$ cat config.mk
export PLATFORM = sky130hd
export DESIGN_NAME = gpio4_regfile
export DESIGN_NICKNAME = d
export VERILOG_FILES = /design/src/rtl/gpio4_pkg.sv /design/src/rtl/gpio4_decode.sv /design/src/rtl/gpio4_sync.sv /design/src/rtl/gpio4_port.sv /design/src/rtl/gpio4_regfile.sv
export SDC_FILE = /design/constraint.sdc
export NUM_CORES = 1
export LEC_CHECK = 0
export ABC_AREA = 0
export BUFFER_PORTS_ARGS = -buffer_cell sky130_fd_sc_hd__buf_4
export CORE_ASPECT_RATIO = 1.4
export CORE_MARGIN = 4
export CORE_UTILIZATION = 30
export CTS_CLUSTER_SIZE = 20
export DETAILED_ROUTE_END_ITERATION = 16
export HOLD_SLACK_MARGIN = 0.02
export RECOVER_POWER = 50
export SLEW_MARGIN = 0
export SYNTH_ARGS = -nofsm -noshare
export SYNTH_HDL_FRONTEND = slang
export SYNTH_HIERARCHICAL = 1
export SYNTH_SLANG_ARGS = --single-unit
$ cat constraint.sdc
create_clock -name clk -period 3.85 [get_ports clk]
set_input_delay 0.77 -clock clk [delete_from_list [all_inputs] [get_ports clk]]
set_output_delay 0.77 -clock clk [all_outputs]
set_load 0.01 [all_outputs]
$ cat src/rtl/gpio4_pkg.sv
package gpio4_pkg;

   // register banks after decode
   typedef enum logic [2:0] {
      BK_OUT  = 3'd0,
      BK_MODE = 3'd1,
      BK_DIR  = 3'd2,
      BK_PIN  = 3'd3,
      BK_SEL2 = 3'd4,
      BK_SEL4 = 3'd5,
      BK_NONE = 3'd6
   } bank_e;

   typedef struct packed {
      logic       hit;
      bank_e      bank;
      logic [1:0] port;
   } dec_t;

   // only legal access size: one byte
   localparam logic [1:0] SZ_BYTE = 2'b00;

   // writable-bit mask of each register; zero for read-only banks
   function automatic logic [7:0] wr_mask(bank_e bank, logic [1:0] port);
      logic [7:0] m;
      m = 8'h00;
      case (bank)
         BK_OUT, BK_DIR: m = (port == 2'd3) ? 8'h03 : 8'hFF;
         BK_MODE: begin
            case (port)
               2'd0, 2'd1: m = 8'h01;
               2'd2:       m = 8'hFF;
               default:    m = 8'h03;
            endcase
         end
         BK_SEL2: m = 8'h03;
         BK_SEL4: m = 8'h0F;
         default: m = 8'h00;
      endcase
      return m;
   endfunction

endpackage

$ cat src/rtl/gpio4_decode.sv
module gpio4_decode
   import gpio4_pkg::*;
#(
   parameter int ADDR_W = 8
) (
   input  logic [ADDR_W-1:0] addr,
   output dec_t              dec
);
   logic       hi_zero;
   logic [4:0] lo;
   logic       slot;

   generate
      if (ADDR_W < 8) begin : g_bad
         $error("gpio4_decode: ADDR_W must be at least 8");
         assign hi_zero = 1'b0;
      end else if (ADDR_W == 8) begin : g_exact
         assign hi_zero = 1'b1;
      end else begin : g_wide
         assign hi_zero = ~|addr[ADDR_W-1:8];
      end
   endgenerate

   assign lo   = addr[4:0];
   // per-port slots: low offsets 0x0, 0x1, 0x4, 0x5
   assign slot = (lo[4:3] == 2'b00) && !lo[1];

   always_comb begin
      dec.hit  = 1'b0;
      dec.bank = BK_NONE;
      dec.port = {lo[2], lo[0]};
      if (hi_zero) begin
         case (addr[7:5])
            3'd0: if (slot) begin dec.hit = 1'b1; dec.bank = BK_OUT;  end
            3'd1: if (slot) begin dec.hit = 1'b1; dec.bank = BK_MODE; end
            3'd3: if (slot) begin dec.hit = 1'b1; dec.bank = BK_DIR;  end
            3'd4: if (slot) begin dec.hit = 1'b1; dec.bank = BK_PIN;  end
            3'd2: begin
               if (lo == 5'h04) begin dec.hit = 1'b1; dec.bank = BK_SEL2; end
               if (lo == 5'h08) begin dec.hit = 1'b1; dec.bank = BK_SEL4; end
            end
            default: dec.hit = 1'b0;
         endcase
      end
   end

endmodule

$ cat src/rtl/gpio4_sync.sv
module gpio4_sync #(
   parameter int W      = 32,
   parameter int STAGES = 2
) (
   input  logic         clk,
   input  logic         rst_n,
   input  logic [W-1:0] d,
   output logic [W-1:0] q
);
   logic [W-1:0] st [STAGES];

   generate
      if (STAGES < 2) begin : g_bad
         $error("gpio4_sync: STAGES must be at least 2");
      end
      for (genvar k = 0; k < STAGES; k++) begin : g_stage
         always_ff @(posedge clk or negedge rst_n) begin
            if (!rst_n)      st[k] <= '0;
            else if (k == 0) st[k] <= d;
            else             st[k] <= st[(k == 0) ? 0 : k-1];
         end
      end
   endgenerate

   assign q = st[STAGES-1];

endmodule

$ cat src/rtl/gpio4_port.sv
module gpio4_port #(
   parameter int           W        = 8,
   parameter logic [W-1:0] MODE_RST = '0
) (
   input  logic         clk,
   input  logic         rst_n,
   input  logic         we_out,
   input  logic         we_mode,
   input  logic         we_dir,
   input  logic [W-1:0] wdata,
   output logic [W-1:0] q_out,
   output logic [W-1:0] q_mode,
   output logic [W-1:0] q_dir
);
   always_ff @(posedge clk or negedge rst_n) begin
      if (!rst_n) begin
         q_out  <= '0;
         q_mode <= MODE_RST;
         q_dir  <= '0;
      end else begin
         if (we_out)  q_out  <= wdata;
         if (we_mode) q_mode <= wdata;
         if (we_dir)  q_dir  <= wdata;
      end
   end
endmodule

$ cat src/rtl/gpio4_regfile.sv
module gpio4_regfile
   import gpio4_pkg::*;
#(
   parameter int           ADDR_W      = 8,
   parameter int           DATA_W      = 8,
   parameter int           NPORTS      = 4,
   parameter int           SYNC_STAGES = 2,
   parameter logic [7:0]   SEL2_RST    = 8'h00,
   parameter logic [7:0]   SEL4_RST    = 8'h0F
) (
   input  logic                     clk,
   input  logic                     rst_n,
   input  logic [ADDR_W-1:0]        bus_addr,
   input  logic                     bus_rd,
   input  logic                     bus_wr,
   input  logic [1:0]               bus_size,
   input  logic [DATA_W-1:0]        bus_wdata,
   output logic [DATA_W-1:0]        bus_rdata,
   output logic                     bus_err,
   input  logic [NPORTS*DATA_W-1:0] pin_in,
   output logic [NPORTS*DATA_W-1:0] pin_out,
   output logic [NPORTS*DATA_W-1:0] pin_oe
);
   localparam int PW = NPORTS * DATA_W;

   generate
      if (DATA_W != 8) begin : g_chk_w
         $error("gpio4_regfile: DATA_W must be 8");
      end
      if (NPORTS != 4) begin : g_chk_n
         $error("gpio4_regfile: NPORTS must be 4");
      end
   endgenerate

   dec_t                           dec;
   logic [DATA_W-1:0]              mask;
   logic                           size_ok, rd_legal, wr_legal, err_d;
   logic [NPORTS-1:0][DATA_W-1:0]  out_q, mode_q, dir_q, pin_q;
   logic [PW-1:0]                  pin_sync;
   logic [DATA_W-1:0]              sel2_q, sel4_q, rmux;

   gpio4_decode #(.ADDR_W(ADDR_W)) u_dec (
      .addr (bus_addr),
      .dec  (dec)
   );

   assign mask     = wr_mask(dec.bank, dec.port);
   assign size_ok  = (bus_size == SZ_BYTE);
   assign rd_legal = bus_rd && !bus_wr && size_ok && dec.hit;
   assign wr_legal = bus_wr && !bus_rd && size_ok && dec.hit &&
                     (dec.bank != BK_PIN) && ((bus_wdata & ~mask) == '0);
   assign err_d    = (bus_rd || bus_wr) && !(rd_legal || wr_legal);

   // per-port register sets
   generate
      for (genvar i = 0; i < NPORTS; i++) begin : g_port
         logic sel_me;
         assign sel_me = wr_legal && (dec.port == i[1:0]);
         gpio4_port #(
            .W        (DATA_W),
            .MODE_RST ((i == 2) ? {DATA_W{1'b1}} : {DATA_W{1'b0}})
         ) u_port (
            .clk     (clk),
            .rst_n   (rst_n),
            .we_out  (sel_me && dec.bank == BK_OUT),
            .we_mode (sel_me && dec.bank == BK_MODE),
            .we_dir  (sel_me && dec.bank == BK_DIR),
            .wdata   (bus_wdata),
            .q_out   (out_q[i]),
            .q_mode  (mode_q[i]),
            .q_dir   (dir_q[i])
         );
      end
   endgenerate

   // pin-function select registers
   always_ff @(posedge clk or negedge rst_n) begin
      if (!rst_n) begin
         sel2_q <= SEL2_RST;
         sel4_q <= SEL4_RST;
      end else if (wr_legal) begin
         if (dec.bank == BK_SEL2) sel2_q <= bus_wdata;
         if (dec.bank == BK_SEL4) sel4_q <= bus_wdata;
      end
   end

   gpio4_sync #(.W(PW), .STAGES(SYNC_STAGES)) u_sync (
      .clk   (clk),
      .rst_n (rst_n),
      .d     (pin_in),
      .q     (pin_sync)
   );
   assign pin_q = pin_sync;

   always_comb begin
      case (dec.bank)
         BK_OUT:  rmux = out_q[dec.port];
         BK_MODE: rmux = mode_q[dec.port];
         BK_DIR:  rmux = dir_q[dec.port];
         BK_PIN:  rmux = pin_q[dec.port];
         BK_SEL2: rmux = sel2_q;
         BK_SEL4: rmux = sel4_q;
         default: rmux = '0;
      endcase
   end

   always_ff @(posedge clk or negedge rst_n) begin
      if (!rst_n) begin
         bus_rdata <= '0;
         bus_err   <= 1'b0;
      end else begin
         bus_rdata <= rd_legal ? rmux : '0;
         bus_err   <= err_d;
      end
   end

   assign pin_out = out_q;
   assign pin_oe  = dir_q;

endmodule

Yosys cells after proc, flatten, opt, wreduce, memory -nomap -nowiden. Index checks and enable logic that the tools add are counted.

Flip-flop bits (word level): 185. Bits of input ports: 54. Output and inout bits: 73.

Magnitude comparators: 1. Equality and inequality tests: 15. Muxes and demuxes: 21. Bitwise gates (word level): 2. Reduce and logical (&&, ||, !) cells: 42.

Operators by type and width (number): $bmux W8 S2 (4); $mux W8 (6); $pmux W8 S6 (1); $pmux W8 S4 (1); $logic_and A1 B1 Y1 (26); $mux W4 (6); $pmux W8 S2 (1); $pmux W3 S5 (1); $eq A3 B2 Y1 const B (4); $eq A3 B3 Y1 const B (3); $and A8 B8 Y8 (1); $logic_not A8 Y1 (1); $not A8 Y8 (1); $eq A3 B1 Y1 const B (2); $logic_not A2 Y1 (3); $logic_not A3 Y1 (2); $eq A5 B3 Y1 const B (1); $eq A5 B4 Y1 const B (1); $pmux W1 S5 (1); $eq A2 B2 Y1 const B (2); $logic_not A1 Y1 (4); $reduce_and A2 Y1 (2); $reduce_or A2 Y1 (2); $lt A2 B3 Y1 const B (1); 3 further kinds (4).

Depth between registers and ports, before layout. Gate-level depths: netlist of run 1.

Depth after elaboration: 14. Depth in mapped cells: 11.

By module. Netlist of run 1, hierarchy kept.

By module, submodules not included: gpio4_port (g_port[0].u_port ...) (instances 3, cells each 51, area each 994.7 µm², seq. area each 600.6 µm²); gpio4_regfile (instances 1, cells each 214, area each 2357.3 µm², seq. area each 630.6 µm²); gpio4_sync (instances 1, cells each 96, area each 1841.8 µm², seq. area each 1601.5 µm²); gpio4_port (g_port[2].u_port) (instances 1, cells each 51, area each 1004.7 µm², seq. area each 610.6 µm²); gpio4_decode (instances 1, cells each 16, area each 110.1 µm², seq. area each 0.0 µm²).

Least setup slack after synthesis of run 1. OpenSTA, ideal clock, no wires.

Path type: input to register. Start point: input port bus_addr[1]. End point: register g_port[0].u_port.q_out[0]. Arrival: 3196 ps. Required time: 3725 ps. Slack: 528 ps. Stages: 11. Path through: or2_1 > a2111o_1 > nand2_1 > or3b_1 > buf_2 > nor3b_2 > o211ai_1 > buf_2 > nor4_1 > buf_6 > mux2_4.

RTL lines: start, declared (RTL line gpio4_regfile.sv:13) `input logic [ADDR_W-1:0] bus_addr,`; end signal, assigned (RTL line gpio4_port.sv:21) `if (we_out) q_out <= wdata;`; end, declared (RTL line gpio4_port.sv:11) `output logic [W-1:0] q_out,`.

==> results.yml, run 1 <==
run_status:
  status: "complete, but fails checks"
  violations: "max-capacitance violations, max-slew violations"
synth:
  yosysTopAreaCell: "dfrtp_1"
  yosys_most_used_dff: "dfrtp_1"
  synth-xor-area-share_pct: 0.211
  yosys.cell_types.count: 52
  synth_simple_gate_area_share_pct: 5.90
  syn_nets: 584
  synth_area_per_cell_sq_um: 15.7
  muxShareOfSynthArea_pct: 28.5
  yosysWarnings: 6
  yosysTopAreaCellShare_pct: 52.2
  seq_area_frac_synth_pct: 56.0
  synth_area_leaders: "dfrtp_1 52%, mux2_4 17%, mux4_1 4.1%"
  netlist_instances: 530
  synth_edf_count: 0
  ys_ff_latch: 185
  synth_top_family_by_area: "multiplexers"
  synth_area_sq_um: 8300
  async_flop_share_pct: 100
  synth-compound-area-share_pct: 3.11
  synth_fa_ha_area_share_pct: 0
timing:
  tns_ps: 0
  rsz0062_at_grt: "no"
  hold_viol_final: 0
  period_needed_ps: 3150
  slew-limit-headroom_pct: -38.1
  final.period_utilization_pct: 81.9
  finClkSkew_ps: 11.0
  setup_viol: 0
  fmax_ghz: 0.317
  drv_slew: 83
  tightest_slew_ps: 2070
grt:
  grt_start_max_net_pins: 83
  grt_pass1_wl_microns: 31400
  gr-usage-all-layers_pct: 13.7
  grt_overflow: 0
  grt_pass1_vias: 4962
  antenna_found_initial: 0
placement:
  placement.io_buffers: 126
  dp.cells: 986
  dp_hpwl_microns: 14300
  gp_congestion: 0.798
  placed_cell_area_sq_um: 9480
route:
  drtAntennaViolNets: 0
  drc: 0
  viasPerCell: 4.59
  num_vias: 4681
  wire_per_inst_microns: 19.8
  wirelength_microns: 20100
  drtIter0Drc: 246
  firstDrtPassIters: 5
floorplan:
  dieArea_sq_um: 30400
  start_util_pct: 30.6
  die-height_microns: 205
  io_pins: 127
  die_w_microns: 149
  core_area_sq_um: 27100
  rows: 71
cells_and_area:
  final_nets: 694
  multi_input_area_sq_um: 3190
  drive_above_1_share_pct: 51.3
  instances_no_fill: 1019
  synthToLayoutAreaGrowth_pct: 21.3
  register_area_sq_um: 4640
  final_cell_area_sq_um: 10100
  fillers: 2607
  fin_util_pct: 37.1
cts:
  post_cts.repair.setup_buffers: 0
  insertion_delay_ps: 440
  h-tree-depth: 4
  cts-root-buf: "clkbuf_16"
  clkSinkCount: 185
  cts_tree: "built"
  cts_resized: 0
  cts_hold_buf: 0
  clkTransAtPathRegs_ps: 80
  cts_buffer_depth: 2
  cts_made_buffers: 17
run:
  cap_violations: 1
hold_path:
  hold_depth: 0
  min_path_type: "reg2reg"
power_and_ir_drop:
  power.density_nw_per_um2: 394
  leakage_nw: 4.69
  vdd_ir_drop_max_v: 0.000302
  p_total_w: 0.00397
setup_path:
  slowest_delay_ps: 500
  worst_ep_arrival_time_ps: 3480
  crit_path_end_kind: "flip-flop"
  worstPathCellList: "buf_4 -> or2_1 -> a2111o_1 -> nand2_1 -> or3b_1 -> nor3b_2 -> o211ai_1 -> buf_4 -> nor3_1 -> buf_4 -> mux2_4"
  required_ps: 4180
  path_depth: 11
  worstSetupPathType: "in2reg"
  cp_max_fo: 13
  cp_common_cell: "buf_4"
  path_buf_inv: 3
  r2r_cells: 4
  startpoint_type: "input port"
  path_delay_family: "simple AND/OR/NAND/NOR gates"
  cpMaxStageDelayCell: "or3b_1"
-- cell type report --
| cell class | count | area share [%] |
|---|---|---|
| Sequential cell | 185 | 46.2 |
| Multi-Input combinational cell | 278 | 31.7 |
| Timing Repair Buffer | 156 | 11.5 |
| Tap cell | 365 | 4.54 |
| Clock buffer | 18 | 4.27 |
| Clock inverter | 14 | 1.74 |
| Inverter | 2 | 0.0746 |
| Antenna cell | 1 | 0.0249 |
-- kinds of logic after synthesis --
logic type	after synthesis
AOI/OAI and AO/OA	35
xor gates and xnor gates	2
buffers and inverters	67
DFF	185
muxes	152
and+or+nand+nor	89
-- per-stage QoR --
stage	setup WS [ps]	hold slack [ps]
6_report	697	348
4_1_cts	703	351
3_3_place_gp	243	333
5_1_grt	346	355
3_5_place_dp	246	335
2_1_floorplan	528	331
-- worst paths after layout --
path                                           start                    endpoint  slack (ps)
max in group asynchronous                      rst_n               u_sync/st[45]         910
min in group asynchronous                      rst_n               u_sync/st[57]         910
setup / recovery                         bus_addr[1]  g_port[3].u_port/q_mode[6]         700
hold / removal                         u_sync/st[53]                u_sync/q[21]         350
hold reg to reg                        u_sync/st[53]                u_sync/q[21]         350
setup reg to reg           g_port[2].u_port/q_dir[7]                bus_rdata[7]        2040
-- layout by cell type, fill, tap and decap left out, drive strengths merged, types with 2 or more instances in the layout --
master  instances
dfstp          12
nand2b          4
nor2b          14
clkinv          3
mux2i          18
o21ai           5
o221ai          2
a22oi           6
dfrtp         173
a211oi          5
or2             5
nor3            9
buf           120
nand2          28
nor4           10
or4             2
clkbuf         54
nand3           2
mux4           24
or3b            3
inv            11
o22ai           5
mux2          110
nor2            5
o211ai          3
-- power breakdown --
| part | switching, W | internal (W) | leakage, nW |
|---|---|---|---|
| combinational | 0.000111 | 0.0000670 | 2.00 |
| clock | 0.000867 | 0.000940 | 0.294 |
| sequential | 0.00000812 | 0.00198 | 2.39 |
-- layer usage --
| metal | up-vias | GRT usage (%) | part of all wire [%] |
|---|---|---|---|
| met3 | 11 | 3.19 | 5.1 |
| met4 | 0 | 3.60 | 0.95 |
| li1 | 2116 | - | - |
| met5 | - | 0 | 0 |
| met2 | 142 | 22.6 | 51 |
| met1 | 2412 | 18.2 | 43 |
-- cells in the mapped netlist, drive strengths merged, types with 6 or more instances --
master  instances
a22oi           6
buf            61
dfrtp         173
dfstp          12
mux2          110
mux2i          18
mux4           24
nand2          28
nor2b          14
nor3            9
nor4           10
-- registers in the layout, summed over array words and instances, names as in the netlist, 8 cells and up --
| signal | cells |
|---|---|
| sel2_q | 8 |
| sel4_q | 8 |
| g_port.u_port/q_mode | 32 |
| u_sync/q | 32 |
| g_port.u_port/q_dir | 32 |
| bus_rdata | 8 |
| u_sync/st | 32 |
| g_port.u_port/q_out | 32 |
No activity file was read; power rests on OpenSTA's default activity.
==> run 2, diff against run 1 <==
==> constraint.sdc (replaced) <==
create_clock -name clk -period 3.3 [get_ports clk]
set_input_delay 0.66 -clock clk [delete_from_list [all_inputs] [get_ports clk]]
set_output_delay 0.66 -clock clk [all_outputs]
set_load 0.01 [all_outputs]
==> results.yml, run 2 (synthesis gave the netlist of run 1 again) <==
run_status:
  status: "complete, but fails checks"
  violations: "max-capacitance violations, max-slew violations"
cts:
  insertion_delay_ps: 430
  clkSinkCount: 185
  post_cts.repair.setup_buffers: 0
  cts_buffer_depth: 2
  cts_tree: "built"
  cts_resized: 0
  cts_hold_buf: 0
  clkTransAtPathRegs_ps: 70
  h-tree-depth: 4
  cts_made_buffers: 17
  cts-root-buf: "clkbuf_16"
power_and_ir_drop:
  p_switching_w: 0.00113
  vdd_ir_drop_max_v: 0.000350
  seqPwrFrac_pct: 50.3
  power_frac_clock_pct: 45.0
  power.density_nw_per_um2: 453
  p_total_w: 0.00460
  p_int_w: 0.00348
  comb_power_share_pct: 4.7
  switching_share_pct: 24.5
  leakage_nw: 4.76
setup_path:
  reg2reg_slack_ps: 1490
  cp-endpoint: "g_port[1].u_port/q_mode[1]"
  slowest_delay_ps: 440
  startpoint_type: "input port"
  cpMaxStageDelayCell: "or3b_1"
  worst_ep_arrival_time_ps: 3350
  cp_common_cell: "buf_4"
  timing.rr.end: "bus_rdata[1]"
  required_ps: 3610
  path_depth: 11
  path_delay_family: "simple AND/OR/NAND/NOR gates"
  path_buf_inv: 3
  timing.rr.start: "g_port[1].u_port/q_dir[1]"
  cp-startpoint: "bus_addr[1]"
  worstPathCellList: "buf_4 -> or2_1 -> a2111o_1 -> nand2_1 -> or3b_1 -> nor3b_2 -> o211ai_1 -> buf_4 -> nor3_1 -> buf_4 -> mux2_4"
  crit_path_end_kind: "flip-flop"
  cp_max_fo: 13
  worstSetupPathType: "in2reg"
  r2r_cells: 4
timing:
  fmax_ghz: 0.330
  setup_viol: 0
  slew-limit-headroom_pct: -35.4
  tns_ps: 0
  setup_ws_ps: 268
  rsz0062_at_grt: "no"
  tightest_slew_ps: 2030
  final.period_utilization_pct: 91.9
  hold_viol_final: 0
  drv_slew: 80
  period_needed_ps: 3030
  holdWs_ps: 349
  finClkSkew_ps: 8.55
floorplan:
  core_area_sq_um: 27100
  die-height_microns: 205
  rows: 71
  start_util_pct: 30.6
  dieArea_sq_um: 30400
  io_pins: 127
  die_w_microns: 149
route:
  drc: 0
  viasPerCell: 4.59
  num_vias: 4727
  wirelength_microns: 20000
  drtAntennaViolNets: 0
  drtIter0Drc: 265
  wire_per_inst_microns: 19.4
  firstDrtPassIters: 5
placement:
  pre_cts_slack_ps: -173
  dp_hpwl_microns: 14400
  placement.io_buffers: 126
  gp_congestion: 0.794
grt:
  grt_pass1_wl_microns: 31000
  grt_overflow: 0
  gr-usage-all-layers_pct: 13.5
  grt_pass1_vias: 5152
  grt_start_max_net_pins: 81
  antenna_found_initial: 0
run:
  cap_violations: 1
cells_and_area:
  final_cell_mix: "173 x dfrtp_1, 133 x buf_4, 96 x mux2_4, 33 x clkbuf_4, 27 x nand2_1"
  layout_commonest_cell: "dfrtp_1"
  drive_above_1_share_pct: 52.6
  n_antenna_cell: 0
  final_nets: 706
  fillers: 2579
  synthToLayoutAreaGrowth_pct: 22.5
hold_path:
  min_path_type: "in2reg"
## run 2: cell types whose count changed in the layout (fill, tap and decap cells not counted), sizes merged
cell and change:
buf +14, clkbuf -3, clkinv +2, clkinvlp -1, diode -1
## run 2: metrics by stage
stage / cell area, sq um / utilization (%) / cells
floorplan: 8300 / - / 530
global placement: 9580 / 35.4 / 998
detailed placement: 9580 / 35.4 / 998
CTS: 10200 / 37.6 / 1030
global route: 10200 / 37.5 / 1030
finish: 10200 / 37.5 / 1030
## run 2: layout make-up
type | count | area, sq um | area share (%)
clock buffers | 17 | 425 | 4.18
clock inverters | 15 | 176 | 1.74
inverters | 2 | 7.51 | 0.0738
multi-input cells | 278 | 3190 | 31.3
flip-flops and latches | 185 | 4640 | 45.7
well taps | 365 | 457 | 4.49
repair buffers | 168 | 1270 | 12.5
## run 2: power groups by stage
stage | combinational (W) | sequential [W] | clock, W
4_1_cts | 0.000225 | 0.00232 | 0.00214
6_report | 0.000215 | 0.00232 | 0.00207
5_1_grt | 0.000239 | 0.00232 | 0.00223
3_3_place_gp | 0.000224 | 0.00236 | 0
2_1_floorplan | 0.0000987 | 0.00236 | 0
3_5_place_dp | 0.000225 | 0.00236 | 0
## run 2: worst min path at each step
| stage | from | end | slack, ps | depth (start not counted) |
|---|---|---|---|---|
| floorplan | u_sync/st[32] | u_sync/q[0] | 330 | 0 |
| global placement | u_sync/st[36] | u_sync/q[4] | 330 | 0 |
| detailed placement | u_sync/st[32] | u_sync/q[0] | 330 | 0 |
| CTS | rst_n | u_sync/st[56] | 300 | 1 |
| global route | pin_in[26] | u_sync/st[58] | 320 | 1 |
| finish | pin_in[10] | u_sync/st[42] | 350 | 1 |
## run 2: layer usage
layer / routed length (microns) / track usage, % / vias to the layer above / part of all wire [%]
met5: 0 / 0 / - / 0
met4: 263 / 3.80 / 0 / 1.3
met3: 835 / 3.08 / 16 / 4.2
met2: 9960 / 21.9 / 117 / 50
met1: 8910 / 18.1 / 2464 / 45
li1: - / - / 2130 / -
## run 2: worst register-to-register path, cell delays in order, from the launching register on
cell	delay (ps)
dfrtp_1	430
mux4_1	520
mux2_2	290
a22oi_1	220
o21ai_0	190
==> run 3, diff against run 2 <==
--- a/config.mk
+++ b/config.mk
@@ -14,7 +14,8 @@
 export DETAILED_ROUTE_END_ITERATION = 16
 export HOLD_SLACK_MARGIN = 0.02
 export RECOVER_POWER = 50
-export SLEW_MARGIN = 0
+export REMOVE_ABC_BUFFERS = 1
+export SLEW_MARGIN = 15
 export SYNTH_ARGS = -nofsm -noshare
 export SYNTH_HDL_FRONTEND = slang
 export SYNTH_HIERARCHICAL = 1
==> results.yml, run 3 (synthesis gave the netlist of run 1 again) <==
run_status:
  status: "complete, but fails checks"
  violations: "max-capacitance violations, max-slew violations"
grt:
  gr-usage-all-layers_pct: 13.5
  grt_overflow: 0
  antenna_found_initial: 0
  grt_pass1_wl_microns: 30800
  grt_start_max_net_pins: 61
  grt_pass1_vias: 5129
cells_and_area:
  drive_above_1_share_pct: 52.4
  multi_input_area_sq_um: 3190
  instances_no_fill: 1029
  final_cell_mix: "173 x dfrtp_1, 130 x buf_4, 96 x mux2_4, 32 x clkbuf_4, 27 x nand2_1"
  fillers: 2569
  final_nets: 705
  n_antenna_cell: 0
  register_area_sq_um: 4640
  synthToLayoutAreaGrowth_pct: 22.2
  layout_commonest_cell: "dfrtp_1"
route:
  wirelength_microns: 19900
  wl_met3_microns: 977
  num_vias: 4679
  top_layer: "met4"
  drtIter0Drc: 208
  drtAntennaViolNets: 0
  viasPerCell: 4.55
  firstDrtPassIters: 5
  met2_length_microns: 10100
  drc: 0
  wire_per_inst_microns: 19.3
  drt-met1-wl_microns: 8510
floorplan:
  rows: 71
  die_w_microns: 149
  die-height_microns: 205
  core_area_sq_um: 27100
  io_pins: 127
  dieArea_sq_um: 30400
  start_util_pct: 30.6
cts:
  insertion_delay_ps: 430
  post_cts.repair.setup_buffers: 0
  h-tree-depth: 4
  cts_buffer_depth: 2
  cts_tree: "built"
  clkSinkCount: 185
  cts_made_buffers: 17
  cts_resized: 0
  cts-root-buf: "clkbuf_16"
  clkTransAtPathRegs_ps: 70
  cts_hold_buf: 0
timing:
  final.period_utilization_pct: 88.8
  hold_viol_final: 0
  tightest_slew_ps: 1510
  setup_viol: 0
  period_needed_ps: 2930
  fmax_ghz: 0.341
  rsz0062_at_grt: "no"
  finClkSkew_ps: 9.82
  slew-limit-headroom_pct: -0.852
  holdWs_ps: 347
  setup_ws_ps: 369
  tns_ps: 0
  drv_slew: 60
power_and_ir_drop:
  p_switching_w: 0.00106
  comb_power_share_pct: 4.7
  seqPwrFrac_pct: 51.1
  vdd_ir_drop_max_v: 0.000377
  p_int_w: 0.00347
  switching_share_pct: 23.4
  power.density_nw_per_um2: 447
  power_frac_clock_pct: 44.2
  leakage_nw: 4.74
setup_path:
  required_ps: 3610
  cp_common_cell: "buf_4"
  crit_path_end_kind: "flip-flop"
  worstPathCellList: "buf_4 -> nor4b_1 -> nand3_1 -> nor2b_1 -> or2b_1 -> a221oi_1 -> o211ai_1 -> buf_4 -> nor3_1 -> buf_4 -> mux2_4"
  worst_ep_arrival_time_ps: 3240
  cp_max_fo: 13
  reg2reg_slack_ps: 1560
  worstSetupPathType: "in2reg"
  slowest_delay_ps: 380
  startpoint_type: "input port"
  cpMaxStageDelayCell: "a221oi_1"
placement:
  gp_congestion: 0.809
  dp_hpwl_microns: 14100
  dp.cells: 997
  pre_cts_slack_ps: -56.7
  placement.io_buffers: 126
hold_path:
  min_path_type: "reg2reg"
run:
  cap_violations: 1
## run 3: cell count changes in the layout (fill, tap and decap cells not counted), moves of 2 or more
cell / previous run / this run
buf_4: 133 / 130
clkinv_8: 3 / 0
inv_6: 7 / 4
clkinv_4: 1 / 3
clkinvlp_4: 0 / 2
## run 3: critical path: cells and delay by family
family	cells	cell delay [ps]
buffers and inverters	3	550
AO/OA/AOI/OAI	2	540
multiplexers	1	300
AND/OR/NAND/NOR	5	1180
## run 3: metrics by stage
stage	utilization [%]	total power (W)	cell area (sq um)
after floorplan	-	0.00241	7780
after global placement	35.4	0.00258	9590
after detailed placement	35.4	0.00259	9590
after CTS	37.5	0.00462	10200
after global routing	37.4	0.00472	10100
final	37.4	0.00454	10100
## run 3: per-layer routing
| metal | track usage (%) | up-vias |
|---|---|---|
| met5 | 0 | - |
| met4 | 4.16 | 0 |
| met3 | 3.16 | 17 |
| met2 | 22.9 | 127 |
| met1 | 17.0 | 2413 |
| li1 | - | 2122 |
## run 3: path summary, 6_finish.rpt
path / endpoint / startpoint / cells after the start
hold / removal: u_sync/q[24] / u_sync/st[56] / 0
min in group asynchronous: g_port[2].u_port/q_out[4] / rst_n / 1
hold reg to reg: u_sync/q[24] / u_sync/st[56] / 0
max in group asynchronous: u_sync/q[8] / rst_n / 2
setup / recovery: g_port[1].u_port/q_mode[2] / bus_addr[5] / 11
setup reg to reg: bus_rdata[1] / g_port[1].u_port/q_dir[1] / 4
## run 3: area by class of cell
| cell class | count | area share (%) |
|---|---|---|
| Clock buffer | 19 | 4.37 |
| Clock inverter | 13 | 1.32 |
| Inverter | 2 | 0.0740 |
| Multi-Input combinational cell | 278 | 31.4 |
| Sequential cell | 185 | 45.8 |
| Tap cell | 365 | 4.50 |
| Timing Repair Buffer | 167 | 12.5 |
## run 3: power groups by stage
stage,Combinational (W),Sequential (W),Clock [W]
finish,0.000214,0.00232,0.00201
global route,0.000239,0.00232,0.00217
CTS,0.000226,0.00232,0.00207
detailed placement,0.000226,0.00236,0
global placement,0.000224,0.00236,0
floorplan,0.0000509,0.00236,0
